### src/rtl/irq_hub_pkg.sv
package irq_hub_pkg;
    localparam int DATA_W     = 8;
    localparam int GROUP_W    = DATA_W;
    localparam int NUM_GROUPS = 2;
    localparam int NUM_SRC    = NUM_GROUPS + 1;
    localparam int ADDR_W     = 3;

    // source index: 0 = dedicated pin, 1 + g = group g
    localparam int SRC_EXT = 0;

    // register bit positions of each source
    localparam int BIT_EXT  = 0;
    localparam int BIT_GRP0 = 6;
    localparam int BIT_GRP1 = 7;

    localparam logic [ADDR_W-1:0] A_ENABLE  = 3'd0;
    localparam logic [ADDR_W-1:0] A_FLAG    = 3'd1;
    localparam logic [ADDR_W-1:0] A_MASK_LO = 3'd2;
    localparam logic [ADDR_W-1:0] A_MASK_HI = 3'd3;
    localparam logic [ADDR_W-1:0] A_SENSE   = 3'd4;

    typedef enum logic [1:0] {
        SENSE_LOW  = 2'b00,
        SENSE_ANY  = 2'b01,
        SENSE_FALL = 2'b10,
        SENSE_RISE = 2'b11
    } sense_e;

    typedef struct packed {
        logic [NUM_SRC-1:0]                   en;
        logic [NUM_SRC-1:0]                   flag;
        logic [NUM_GROUPS-1:0][GROUP_W-1:0]   mask;
        sense_e                               sense;
    } hub_regs_t;
endpackage

### src/rtl/pin_sync.sv
module pin_sync #(
    parameter int W = 8
) (
    input  logic         clk,
    input  logic         rst_n,
    input  logic [W-1:0] din,
    output logic [W-1:0] level,
    output logic [W-1:0] rise,
    output logic [W-1:0] fall
);
    typedef struct packed {
        logic [W-1:0] s1;
        logic [W-1:0] s2;
        logic [W-1:0] prev;
    } sync_t;

    sync_t st_d, st_q;

    always_comb begin
        st_d      = st_q;
        st_d.s1   = din;
        st_d.s2   = st_q.s1;
        st_d.prev = st_q.s2;
    end

    always_ff @(posedge clk or negedge rst_n) begin
        if (!rst_n) st_q <= '0;
        else        st_q <= st_d;
    end

    assign level = st_q.s2;
    assign rise  = st_q.s2 & ~st_q.prev;
    assign fall  = ~st_q.s2 & st_q.prev;
endmodule

### src/rtl/group_detect.sv
module group_detect #(
    parameter int W = 8
) (
    input  logic         clk,
    input  logic         rst_n,
    input  logic [W-1:0] pins,
    input  logic [W-1:0] mask,
    output logic         hit
);
    logic [W-1:0] lvl_unused;
    logic [W-1:0] up, dn;

    pin_sync #(.W(W)) u_sync (
        .clk   (clk),
        .rst_n (rst_n),
        .din   (pins),
        .level (lvl_unused),
        .rise  (up),
        .fall  (dn)
    );

    assign hit = |((up | dn) & mask);
endmodule

### src/rtl/ext_sense.sv
module ext_sense
    import irq_hub_pkg::*;
(
    input  logic   clk,
    input  logic   rst_n,
    input  logic   pin,
    input  sense_e sense,
    output logic   edge_hit,
    output logic   low_now
);
    logic lvl, up, dn;

    pin_sync #(.W(1)) u_sync (
        .clk   (clk),
        .rst_n (rst_n),
        .din   (pin),
        .level (lvl),
        .rise  (up),
        .fall  (dn)
    );

    always_comb begin
        case (sense)
            SENSE_ANY:  edge_hit = up | dn;
            SENSE_FALL: edge_hit = dn;
            SENSE_RISE: edge_hit = up;
            default:    edge_hit = 1'b0;
        endcase
    end

    assign low_now = ~lvl;

    // a rising-only selection never reports a falling transition
    assert_rise_only_R9: assert property (@(posedge clk) disable iff (!rst_n)
        (sense == SENSE_RISE && edge_hit) |-> lvl);
endmodule

### src/rtl/edge_irq_hub.sv
module edge_irq_hub
    import irq_hub_pkg::*;
(
    input  logic                          clk,
    input  logic                          rst_n,
    input  logic [NUM_GROUPS*GROUP_W-1:0] grp_pins,
    input  logic                          ext_pin,
    input  logic                          gie,
    input  logic [NUM_SRC-1:0]            irq_ack,
    output logic [NUM_SRC-1:0]            irq_req,
    input  logic                          reg_wr,
    input  logic [ADDR_W-1:0]             reg_addr,
    input  logic [DATA_W-1:0]             reg_wdata,
    output logic [DATA_W-1:0]             reg_rdata
);
    hub_regs_t r_d, r_q;

    logic [NUM_GROUPS-1:0] grp_hit;
    logic                  ext_edge, ext_low;
    logic [NUM_SRC-1:0]    set_v, clr_v, pend;

    genvar g;
    generate
        for (g = 0; g < NUM_GROUPS; g++) begin : gen_grp
            group_detect #(.W(GROUP_W)) u_grp (
                .clk   (clk),
                .rst_n (rst_n),
                .pins  (grp_pins[g*GROUP_W +: GROUP_W]),
                .mask  (r_q.mask[g]),
                .hit   (grp_hit[g])
            );
        end
    endgenerate

    ext_sense u_ext (
        .clk      (clk),
        .rst_n    (rst_n),
        .pin      (ext_pin),
        .sense    (r_q.sense),
        .edge_hit (ext_edge),
        .low_now  (ext_low)
    );

    function automatic logic [NUM_SRC-1:0] pick(input logic [DATA_W-1:0] b);
        return {b[BIT_GRP1], b[BIT_GRP0], b[BIT_EXT]};
    endfunction

    function automatic logic [DATA_W-1:0] place(input logic [NUM_SRC-1:0] s);
        logic [DATA_W-1:0] b;
        b           = '0;
        b[BIT_GRP1] = s[2];
        b[BIT_GRP0] = s[1];
        b[BIT_EXT]  = s[0];
        return b;
    endfunction

    always_comb begin
        r_d   = r_q;
        set_v = {grp_hit, ext_edge};
        clr_v = irq_ack;
        if (reg_wr) begin
            case (reg_addr)
                A_ENABLE:  r_d.en      = pick(reg_wdata);
                A_FLAG:    clr_v       = clr_v | pick(reg_wdata);
                A_MASK_LO: r_d.mask[0] = reg_wdata;
                A_MASK_HI: r_d.mask[1] = reg_wdata;
                A_SENSE:   r_d.sense   = sense_e'(reg_wdata[1:0]);
                default:   ;
            endcase
        end
        // a new event wins over a clear in the same cycle
        r_d.flag = (r_q.flag & ~clr_v) | set_v;
        if (r_q.sense == SENSE_LOW) r_d.flag[SRC_EXT] = 1'b0;
    end

    always_ff @(posedge clk or negedge rst_n) begin
        if (!rst_n) r_q <= '0;
        else        r_q <= r_d;
    end

    always_comb begin
        pend = r_q.flag;
        if (r_q.sense == SENSE_LOW) pend[SRC_EXT] = ext_low;
    end

    assign irq_req = pend & r_q.en & {NUM_SRC{gie}};

    always_comb begin
        case (reg_addr)
            A_ENABLE:  reg_rdata = place(r_q.en);
            A_FLAG:    reg_rdata = place(r_q.flag);
            A_MASK_LO: reg_rdata = r_q.mask[0];
            A_MASK_HI: reg_rdata = r_q.mask[1];
            A_SENSE:   reg_rdata = {{(DATA_W-2){1'b0}}, r_q.sense};
            default:   reg_rdata = '0;
        endcase
    end

    assert_req_needs_gie_R5: assert property (@(posedge clk) disable iff (!rst_n)
        (|irq_req) |-> gie);

    assert_level_no_flag_R10: assert property (@(posedge clk) disable iff (!rst_n)
        (r_q.sense == SENSE_LOW && $past(r_q.sense == SENSE_LOW)) |-> !r_q.flag[SRC_EXT]);

    generate
        for (g = 0; g < NUM_GROUPS; g++) begin : gen_chk
            assert_group_sets_R4: assert property (@(posedge clk) disable iff (!rst_n)
                grp_hit[g] |=> r_q.flag[g+1]);

            assert_zero_write_keeps_R6: assert property (@(posedge clk) disable iff (!rst_n)
                (r_q.flag[g+1] && !irq_ack[g+1] &&
                 !(reg_wr && reg_addr == A_FLAG && pick(reg_wdata)[g+1]))
                |=> r_q.flag[g+1]);

            assert_ack_clears_R7: assert property (@(posedge clk) disable iff (!rst_n)
                (irq_ack[g+1] && !grp_hit[g]) |=> !r_q.flag[g+1]);
        end
    endgenerate
endmodule

### config.mk
export PLATFORM = sky130hd
export DESIGN_NAME = edge_irq_hub
export DESIGN_NICKNAME = d
export VERILOG_FILES = /design/src/rtl/irq_hub_pkg.sv /design/src/rtl/pin_sync.sv /design/src/rtl/group_detect.sv /design/src/rtl/ext_sense.sv /design/src/rtl/edge_irq_hub.sv
export SDC_FILE = /design/constraint.sdc
export NUM_CORES = 1
export LEC_CHECK = 0
export ABC_AREA = 1
export CORE_UTILIZATION = 35
export DETAILED_ROUTE_END_ITERATION = 7
export MAX_ROUTING_LAYER = met4
export PLACE_DENSITY = 0.59
export SYNTH_ARGS = -nofsm -noshare
export SYNTH_HDL_FRONTEND = slang
export SYNTH_SLANG_ARGS = --single-unit
### constraint.sdc
create_clock -name clk -period 1.07 [get_ports clk]
set_input_delay 0.214 -clock clk [delete_from_list [all_inputs] [get_ports clk]]
set_output_delay 0.214 -clock clk [all_outputs]
set_load 0.03 [all_outputs]
==> results.toml <==
[pwr]
peakVddDrop_mv = 0.925
p_leak_nw = 2.10
pwr-share-comb_pct = 19.5
p_clk_share_pct = 31.3
p_int_mw = 4.87
p_per_area_nw_per_um2 = 1630
p_sw_mw = 1.84
switching_share_pct = 27.4
p_seq_share_pct = 49.2

[global_route]
grt_util_met3_pct = 3.50
met1_usage_pct = 19.1
overflow = 0
grt_pass1_wl_um = 9930
grt_usage_pct = 15.8
grt_max_degree = 20
grt_pass1_vias = 2241
use_met2_pct = 24.8
grt_antenna_before_repair = 0
busiest_layer = "met2"

[drt]
wl_um = 5810
drcViolationCount = 0
drt_iter0_drc = 76
wl_per_cell_um = 11.8
vias_per_cell = 4.44
dr.pass1.iters = 4
vias = 2181
ant_nets = 0

[synthesis]
postSynthCellCount = 296
synth_area_per_cell_um2 = 9.79
synth_seq_cells = 75
synth_cell_types = 18
synth_area_um2 = 2900
syn_nets = 333
yosys_warnings = 0
seq_area_frac_synth_pct = 64.8

[layout]
layout-drive-gt1-share_pct = 26.7
syn_to_final_growth_pct = 42.1
layout.nets = 421
final_common_cell = "nand2_1"
final_cell_mix = "nand2_1, dfrtp_1, inv_1"
antennaDiodeCount = 0

[worst_setup_path]
cpMostUsedCell = "buf_6"
crit_type = "reg -> out"
cp-start-kind = "flop"
slowest_stage = "dfrtp_2"
cp.arrival_ps = 1270
critPathMaxStageDelay_ps = 440
cp_cell_sequence = "buf_6 -> nand2_2 -> nand2_1 -> inv_1 -> nand3_2 -> buf_6"
end_kind = "primary output"
critPathRequiredTime_ps = 860
crit_fanout = 3
crit_buf_inv = 3
cpLargestDelayFamily = "flip-flops"

[placed_design]
portBuffers = 45
place_congestion = 0.839
place_ws_ps = -676
place_hpwl_um = 4120

[timing]
setup_ws_ps = -413
worst_pin_slew_ps = 262
final_max_slew_viol_count = 0
worst_clock_skew_ps = 5.60
fin_crit_ps = 1480
maxSlewHeadroom_pct = 82.5
tns_ps = -3350
setup_viol = 12
fin_crit_sh_pct = 139
rsz0062_at_grt = "true"
fmax_mhz = 674
finalHoldViolCount = 0

[floorplan]
die_h_um = 93.0
io_pins = 46
die_w_um = 93.0
dieArea_um2 = 8640
coreArea_um2 = 7850
start_util_pct = 36.9
fp-row-count = 32

[clock_network]
insertion_delay_ps = 340
cts_buffers = 9
cts-htree-levels = 3
cts_sinks = 75
path_clk_slew_ps = 80
clockBufferDepth = 2
cts_root_buffer = "clkbuf_8"
cts_tree = "yes"

[outcome]
violations = "negative setup slack"
status = "complete, but fails checks"

[flow_run]
max-cap-violations = 0

[worst_hold_path]
holdCritPathClass = "in -> async"
-- registers in the layout, indices dropped and copies added (netlist names) --
register,cells
r_q,22
gen_grp.u_grp.u_sync.level,16
u_ext.u_sync.level,1
pend,2
gen_grp.u_grp.u_sync.st_q,16
u_ext.u_sync.st_q,1
u_ext.u_sync.st_d,1
gen_grp.u_grp.u_sync.st_d,16
-- through the flow --
step	hold WS (ps)	power (mW)	area (um^2)	utilization, %	std cells
global placement	104	4.42	3680	46.9	458
detailed placement	110	4.44	3680	46.9	458
floorplan	-81.6	3.89	2960	-	296
global route	275	7.07	4120	52.5	491
CTS	264	6.72	4030	51.3	487
finish	278	6.71	4120	52.5	491
-- Yosys cell counts, drive strengths merged --
master | n | area share, %
a211oi | 1 | 0.26
a21oi | 1 | 0.17
a22o | 4 | 1.4
buf | 2 | 0.78
dfrtp | 75 | 65
ha | 2 | 0.86
inv | 54 | 7.0
nand2 | 91 | 12
nand3 | 22 | 3.8
nand4 | 2 | 0.43
nor2 | 15 | 1.9
nor3 | 1 | 0.56
o21ai | 26 | 5.5
-- routing by layer --
| metal | vias to the layer above | wire (um) |
|---|---|---|
| met2 | 42 | 2870 |
| met5 | - | 0 |
| met4 | 0 | 127 |
| li1 | 1088 | - |
| met1 | 1041 | 2590 |
| met3 | 10 | 214 |
-- cell type report --
cell class                 instances  area (um^2)
clock buffer                      10          128
clock inverter                     6         66.3
fill                             729         3730
inverter                          54          208
multi-input combinational        165          917
sequential                        75         1880
tap                              102          128
timing repair buffer              78          783
timing repair inverter             1         7.51
-- kinds of logic after synthesis --
logic type | count (synthesis) | share of synthesized area, %
buffers and inverters | 56 | 7.78
and+or+nand+nor | 131 | 19.2
adders and majority gates | 2 | 0.864
DFF | 75 | 64.8
AOI/OAI and AO/OA | 32 | 7.34
-- path summary, 6_finish.rpt --
kind / end / depth (start not counted) / slack, ps / start
worst max-delay path: reg_rdata[0] / 6 / -410 / r_q[0]$_DFFE_PN0P_
worst min register to register: gen_grp[0].u_grp.u_sync.level[3]$_DFF_PN0_ / 0 / 350 / gen_grp[0].u_grp.u_sync.st_d[11]$_DFF_PN0_
worst min-delay path: gen_grp[1].u_grp.u_sync.st_d[15]$_DFF_PN0_ / 2 / 280 / rst_n
min in group clk: gen_grp[1].u_grp.u_sync.st_d[8]$_DFF_PN0_ / 1 / 300 / grp_pins[8]
worst max register to register: r_q[18]$_DFF_PN0_ / 8 / -140 / r_q[0]$_DFFE_PN0P_
max in group asynchronous: r_q[5]$_DFFE_PN0P_ / 3 / 360 / rst_n
-- power by group through the flow --
stage	logic [mW]	clock network [mW]	registers [mW]
2_1_floorplan	0.561	0	3.33
3_3_place_gp	1.05	0	3.37
3_5_place_dp	1.06	0	3.38
4_1_cts	1.23	2.19	3.30
5_1_grt	1.45	2.29	3.34
6_report	1.31	2.10	3.30
-- worst reg2reg max path: cells and delay by family, from the launching register on --
family,cells,cell delay [ps]
compound gates,2,200
buf+inv,4,400
flops,1,440
simple gates,2,90
-- repair_timing --
action                     CTS  global route
pin swaps                   15            18
gates resized for setup     32            18
gates cloned                 1             0
setup endpoints to repair   35            13
hold endpoints to repair    64             0
setup buffers               12             6
hold buffers                 1             0
No activity file was read; power rests on OpenSTA's default activity.
